`config.mk`:
```
export PLATFORM = sky130hd
export DESIGN_NAME = far_call_gatekeeper
export DESIGN_NICKNAME = d
export VERILOG_FILES = /design/src/rtl/far_call_gatekeeper.sv
export SDC_FILE = /design/constraint.sdc
export NUM_CORES = 1
export LEC_CHECK = 0
export CAP_MARGIN = 20
export CORE_AREA = 8 8 94 96
export DETAILED_ROUTE_END_ITERATION = 7
export DIE_AREA = 0 0 102 104
export PLACE_DENSITY = 0.78
export SYNTH_ARGS = -nofsm -noshare
export SYNTH_HDL_FRONTEND = slang
export SYNTH_SLANG_ARGS = --single-unit
```
`constraint.sdc`:
```
create_clock -name clk -period 3.4 [get_ports clk]
set_clock_uncertainty 0.1 [all_clocks]
set_input_delay 0.85 -clock clk [delete_from_list [all_inputs] [get_ports clk]]
set_output_delay 0.85 -clock clk [all_outputs]
set_load 0.03 [all_outputs]
```
`src/rtl/far_call_gatekeeper.sv`:
```
module far_call_gatekeeper (
  input  logic        clk,
  input  logic        rst_n,
  input  logic        req_valid,
  input  logic [15:0] tgt_sel,
  input  logic [7:0]  tgt_ar,
  input  logic [15:0] inner_sel,
  input  logic [7:0]  inner_ar,
  input  logic [15:0] gdt_limit,
  input  logic [15:0] ldt_limit,
  input  logic [1:0]  cpl,
  output logic        out_valid,
  output logic [2:0]  out_path,
  output logic        out_more_priv,
  output logic [1:0]  out_exc,
  output logic [15:0] out_err,
  output logic [15:0] out_cs_sel
);
  localparam logic [2:0] PATH_NONE = 3'd0, PATH_CONF = 3'd1, PATH_NCONF = 3'd2,
                         PATH_CGATE = 3'd3, PATH_TGATE = 3'd4, PATH_TSS = 3'd5;
  localparam logic [1:0] EX_NONE = 2'd0, EX_GP = 2'd1, EX_NP = 2'd2, EX_TS = 2'd3;

  function automatic logic fits(input logic [15:0] s, input logic [15:0] gl, input logic [15:0] ll);
    return {s[15:3], 3'b111} <= (s[2] ? ll : gl);
  endfunction

  logic [1:0]  t_dpl, t_rpl, i_dpl;
  logic        t_p, i_p, t_sys, i_sys;
  logic [3:0]  t_typ, i_typ;
  logic [15:0] t_err, i_err;

  assign t_p   = tgt_ar[7];
  assign t_dpl = tgt_ar[6:5];
  assign t_sys = ~tgt_ar[4];
  assign t_typ = tgt_ar[3:0];
  assign t_rpl = tgt_sel[1:0];
  assign i_p   = inner_ar[7];
  assign i_dpl = inner_ar[6:5];
  assign i_sys = ~inner_ar[4];
  assign i_typ = inner_ar[3:0];
  assign t_err = {tgt_sel[15:2], 2'b00};
  assign i_err = {inner_sel[15:2], 2'b00};

  logic is_conf, is_nconf, is_cgate, is_tgate, is_tss, i_code, i_nconf, i_avail_tss;
  assign is_conf     = ~t_sys & t_typ[3] & t_typ[2];
  assign is_nconf    = ~t_sys & t_typ[3] & ~t_typ[2];
  assign is_cgate    = t_sys & (t_typ[2:0] == 3'b100);
  assign is_tgate    = t_sys & (t_typ == 4'd5);
  assign is_tss      = t_sys & (t_typ[2:0] == 3'b001 || t_typ[2:0] == 3'b011);
  assign i_code      = ~i_sys & i_typ[3];
  assign i_nconf     = i_code & ~i_typ[2];
  assign i_avail_tss = i_sys & (i_typ[2:0] == 3'b001);

  logic [2:0]  n_path;
  logic [1:0]  n_exc;
  logic [15:0] n_err, n_cs;
  logic        n_mp;

  always_comb begin
    n_path = PATH_NONE;
    n_exc  = EX_NONE;
    n_err  = '0;
    n_cs   = '0;
    n_mp   = 1'b0;
    if (tgt_sel[15:2] == '0) begin
      n_exc = EX_GP;
    end else if (!fits(tgt_sel, gdt_limit, ldt_limit)) begin
      n_exc = EX_GP;
      n_err = t_err;
    end else if (is_conf) begin
      n_path = PATH_CONF;
      if (t_dpl > cpl)      begin n_exc = EX_GP; n_err = t_err; end
      else if (!t_p)        begin n_exc = EX_NP; n_err = t_err; end
      else                  n_cs = tgt_sel;
    end else if (is_nconf) begin
      n_path = PATH_NCONF;
      if (t_rpl > cpl || t_dpl != cpl) begin n_exc = EX_GP; n_err = t_err; end
      else if (!t_p)                   begin n_exc = EX_NP; n_err = t_err; end
      else                             n_cs = {tgt_sel[15:2], cpl};
    end else if (is_cgate) begin
      n_path = PATH_CGATE;
      if (t_dpl < cpl || t_dpl < t_rpl)           begin n_exc = EX_GP; n_err = t_err; end
      else if (!t_p)                              begin n_exc = EX_NP; n_err = t_err; end
      else if (inner_sel[15:2] == '0)             n_exc = EX_GP;
      else if (!fits(inner_sel, gdt_limit, ldt_limit)) begin n_exc = EX_GP; n_err = i_err; end
      else if (!i_code)                           begin n_exc = EX_GP; n_err = i_err; end
      else if (i_dpl > cpl)                       begin n_exc = EX_GP; n_err = i_err; end
      else if (!i_p)                              begin n_exc = EX_NP; n_err = i_err; end
      else if (i_nconf && i_dpl < cpl) begin
        n_mp = 1'b1;
        n_cs = {inner_sel[15:2], i_dpl};
      end else begin
        n_cs = {inner_sel[15:2], cpl};
      end
    end else if (is_tgate) begin
      n_path = PATH_TGATE;
      if (t_dpl < cpl || t_dpl < t_rpl)           begin n_exc = EX_TS; n_err = t_err; end
      else if (!t_p)                              begin n_exc = EX_NP; n_err = t_err; end
      else if (inner_sel[2])                      begin n_exc = EX_TS; n_err = i_err; end
      else if (!fits(inner_sel, gdt_limit, ldt_limit)) begin n_exc = EX_TS; n_err = i_err; end
      else if (!i_avail_tss)                      begin n_exc = EX_TS; n_err = i_err; end
      else if (!i_p)                              begin n_exc = EX_NP; n_err = i_err; end
    end else if (is_tss) begin
      n_path = PATH_TSS;
      if (t_dpl < cpl || t_dpl < t_rpl) begin n_exc = EX_TS; n_err = t_err; end
      else if (t_typ[1])                begin n_exc = EX_TS; n_err = t_err; end
      else if (!t_p)                    begin n_exc = EX_NP; n_err = t_err; end
    end else begin
      n_exc = EX_GP;
      n_err = t_err;
    end
  end

  always_ff @(posedge clk) begin
    if (!rst_n || !req_valid) begin
      out_valid     <= 1'b0;
      out_path      <= PATH_NONE;
      out_more_priv <= 1'b0;
      out_exc       <= EX_NONE;
      out_err       <= '0;
      out_cs_sel    <= '0;
    end else begin
      out_valid     <= 1'b1;
      out_path      <= n_path;
      out_more_priv <= n_mp;
      out_exc       <= n_exc;
      out_err       <= n_err;
      out_cs_sel    <= n_cs;
    end
  end
endmodule

```
# == Yosys cells after proc, flatten, opt, wreduce, memory -nomap -nowiden ==
# Cells that the tools add are included.
# Widths: inputs -> output; s select.
# op_classes
order_cmp,8
eq_ne,6
n_mux,72
bitwise_logic,19
reduce_logical,14
# ops
cell,count
$mux 16,40
$mux 2,25
$le 16x16->1,2
$logic_not 14->1,2
$reduce_or 13->1,1
$not 1->1,10
$and 1x1->1,9
$eq 3x1->1 const B,2
$gt 2x2->1,3
$lt 2x2->1,3
$mux 3,2
$reduce_or 6->1,1
$mux 1,5
$eq 4x3->1 const B,1
$logic_or 1x1->1,4
$reduce_or 4->1,1
$eq 3x2->1 const B,1
$eq 3x3->1 const B,1
$reduce_or 3->1,1
$logic_not 1->1,2
$ne 2x2->1,1
$reduce_or 2->1,1
$logic_and 1x1->1,1
# totals
reg_bits,39
inputBits,85
elab_cells,129

# == Longest topological paths before layout ==
# logic_depth
ltp_word,14
mapped_depth,12
mapped_depth_nobuf,9

# == Least setup slack after synthesis ==
# OpenSTA, ideal clock, no wires.
# synth_timing
kind,input to register
start,input inner_sel[2]
end,register out_err[7]
t_arrival_ns,3.375
slack_ns,-0.192
stages,12
n_path_buf,3
path_cell_list,buf_4 > buf_1 > mux2i_1 > ha_1 > a21oi_1 > o21ai_1 > a2111oi_4 > a21oi_4 > o21ai_2 > a2111oi_4 > buf_6 > a22o_1
# synth_between
elab_chain_cells,11
elab_cells_between_ends,16
classes_between,order compare: 1; mux: 14; reduce/logical: 1
# synth_rtl
item,line,source
from (decl),7,"input logic [15:0] inner_sel,"
$mux 16,24,"return {s[15:3], 3'b111} <= (s[2] ? ll : gl);"
$le 16x16->1,24,
$mux 16,100,"else if (!fits(inner_sel, gdt_limit, ldt_limit)) begin n_exc = EX_TS; n_err = i_err; end"
$mux 16,99,else if (inner_sel[2]) begin n_exc = EX_TS; n_err = i_err; end
$mux 16,98,else if (!t_p) begin n_exc = EX_NP; n_err = t_err; end
$mux 16,97,if (t_dpl < cpl || t_dpl < t_rpl) begin n_exc = EX_TS; n_err = t_err; end
$mux 16,95,end else if (is_tgate) begin
$mux 16 *,80,end else if (is_cgate) begin
$mux 16 *,75,end else if (is_nconf) begin
$mux 16 *,70,end else if (is_conf) begin
$mux 16 *,67,"end else if (!fits(tgt_sel, gdt_limit, ldt_limit)) begin"
to (signal assigned),127,out_err <= n_err;
to (decl),16,"output logic [15:0] out_err,"
# Mark *: on every way between the ends. The rest lies on a longest branch, timed or not.
# A chain may end at the register's enable or synchronous reset.

# == Worst setup path in the final report ==
# layout_timing
start,input inner_sel[6]
end,register out_err[7]
# layout_between
elab_chain_cells,10
elab_cells_between_ends,15
classes_between,order compare: 1; mux: 13; reduce/logical: 1
# layout_rtl
item,line
$le 16x16->1,24
$mux 16,100
$mux 16,99
$mux 16,98
$mux 16,97
$mux 16,95
$mux 16 *,80
$mux 16 *,75
$mux 16 *,70
$mux 16 *,67
# Marked as above.

==> results.md <==
* Outcome: finished clean
* All-layer global routing usage at between 10% and 20%
* Post-synth EDFFs at 0
* Area of the multi-input gates at 1983 um^2
* VDD IR max at around 170 uV
* Post-DP HPWL at ~8700 um
* Post-route cell area at between 4000 and 5000 um^2
* Syn_area_per_cell at roughly 8.8 um^2
* Fin crit share at approximately 100%
* Via-to-Cell Ratio at roughly 5.5
* Per-cell routed wire length at approximately 18 um
* Sequential-to-total area share from yosys stat at roughly a quarter
* Final hold vios at 0
* Initial antenna violation count at 0
* RSZ-0062 raised after global routing: yes
* Ys Warns at 0
* CTS sink count at 37
* Num rows at 32
* Share of the synthesized area in the top cell type at between 20% and 30%
* Gr ovfl total at 0
* P per Cell Area at 290.6 nW/um^2
* Startpoint types: input pin
* Number of hold buffers added after CTS at 0
* CP bufs+invs at 3
* Vias in the first global route at between 3000 and 4000
* Largest area contributor in the netlist: dfxtp_1
* Worst setup margin at 0.01072 ns
* Post-route ant nets at 0
* Vias at between 3000 and 4000
* Largest net degree at the start of global routing at 25
* # diodes at 0
* Asr flop ratio synth at 0%
* Min cycle time layout at ~3.4 ns
* Cell leakage power at 2.130 nW
* MaxCap Viol Count at 0
* Clock transition at path regs at 0.08 ns
* Slew Viols, Final at 0
* Drc violations at 0
* Top cells by area, synth: dfxtp_1 (26%), ha_1 (15%), mux2i_1 (8.6%)
* CP max stage delay at roughly 0.52 ns
* CTS tree: done
* Yosys cell types at between 50 and 60
* IO Pins at between 100 and 150
* Share of post-route cells with drive strength above 1 at a little over a fifth
* Die footprint at around 11000 um^2
* Final net count at 618
* Fmax achieved at 295.0 MHz
* Flops & latches, synth at 37
* Drt first-iter violations at 217
* Top FF cell, synth: dfxtp_1
* Crit-path max FO at 6
* DR pass1 iterations at 5
* Die X at 102 um
* Post-Layout Cell Count at ~600
* FF/Latch Area at between 700 and 800 um^2
* Final-layout fill cell count at 596
* Placed cell areas at 4481 um^2
* WP data arrival at between 3 and 4 ns
* Synth Cell Area at around 2800 um^2
* Routed wire length at between 10000 and 15000 um
* Top cells by count, synth: dfxtp_1 (37), ha_1 (33), nor2_1 (33)
* Global placer's final weighted congestion at 0.8857
* Placement Setup Slack at -0.5631 ns
* Core Footprint at about 7400 um^2
* WP data required at between 3 and 4 ns
* Area growth from synthesis to layout at 75.62%
* Port Buffer Count at between 100 and 150
* CP max-delay cell: clkdlybuf4s50_1
* Worst path top cell family by delay: compound AO/OA/AOI/OAI gates
* Placed cell count at about 580
* HP Class: in2reg
* Height of the die at about 100 um
* Final setup vio count at 0
* Most frequent cell after synthesis: dfxtp_1
* Starting density of the core at a little under two fifths
* WS Path Type: in2reg
* Global-route wire length before repair at approximately 17000 um
* CP endpoint kind: flip-flop
* Clock Root Buffer: clkbuf_8
* Mapped Cells at about 320
* Max Root-Sink Buffers at 2
* Num CTS Buffers at 5
* H-tree levels at 2
* Crit-path cells: clkdlybuf4s50_1, ha_1, and4_1, and2b_1, o31ai_4, a21oi_4, o211ai_4, a2111oi_4, buf_4, bufbuf_16, a22o_1
==> flip-flops by register name, summed over array words and instances (netlist names) <==
name and count:
out_cs_sel 16, out_err 14, out_path 3, out_exc 2, out_more_priv 1, out_valid 1
==> worst paths after layout <==
| kind | start | end | slack, ns | depth (start not counted) |
|---|---|---|---|---|
| setup / recovery | inner_sel[6] | out_err[7] | 0.01 | 11 |
| hold / removal | tgt_sel[2] | out_err[2] | 1.08 | 5 |
==> per-stage QoR <==
stage | utilization [%] | setup TNS (ns) | total power [W] | hold slack (ns)
2_1_floorplan | - | 0 | 0.0006815 | 0.8755
3_3_place_gp | 60.16 | -14.05 | 0.0009212 | 1.458
3_5_place_dp | 60.16 | -15.75 | 0.0009338 | 1.472
4_1_cts | 64.94 | 0 | 0.001412 | 1.129
5_1_grt | 65.94 | -0.9731 | 0.001487 | 1.104
6_report | 65.94 | 0 | 0.001427 | 1.075
==> layout make-up <==
type	count	share of cell area, %
multi-input combinational	254	40.38
timing repair buffer	191	38.29
sequential	37	15.08
tap	102	2.599
clock buffer	5	1.401
clock inverter	3	1.401
inverter	11	0.8408
==> cells by family after synthesis <==
family / Yosys count / synth area share, %
compound gates: 89 / 25.32
fa+ha+maj: 33 / 14.77
buf+inv: 26 / 4.832
flops: 37 / 26.49
mux: 26 / 9.396
other cells: 1 / 0.1341
simple gates: 104 / 19.06
==> repair_timing <==
item / 4_1_cts / 5_1_grt
gates cloned: 2 / 0
setup endpoints to repair: 31 / 13
gates resized for setup: 16 / 19
setup buffers: 12 / 4
pin swaps: 8 / 15
==> power by group <==
part           switching [W]  internal, W  leakage, nW
clock               0.000160     0.000295       0.0687
combinational       0.000249     0.000274         1.76
sequential        0.00000360     0.000446        0.301
==> layout by cell type, fill, tap and decap left out, types with 3 or more instances in the layout <==
cell             count
nor3_1               3
nand2_1             22
a22oi_1             15
a22o_1              14
dfxtp_1             37
nor2b_1              4
nor2_1              33
a21o_1               3
nand4_1              8
mux2i_2              4
mux2i_1             20
nor4_1               8
nand3_1             10
o31ai_1              3
inv_1               11
o21ai_0              8
clkdlybuf4s50_1    108
o21a_1               3
buf_12               6
ha_1                33
a21oi_1             13
dlymetal6s2s_1       9
clkbuf_8             5
o211ai_1             4
buf_4               62
==> layer usage <==
metal | wire [um] | track usage [%] | vias to the layer above
met1 | 4434 | 23.00 | 1575
met5 | 0 | 0 | -
met4 | 255 | 7.870 | 0
met3 | 937 | 4.217 | 20
met2 | 5525 | 34.37 | 150
li1 | - | - | 1571
No activity file was read; power rests on OpenSTA's default activity.
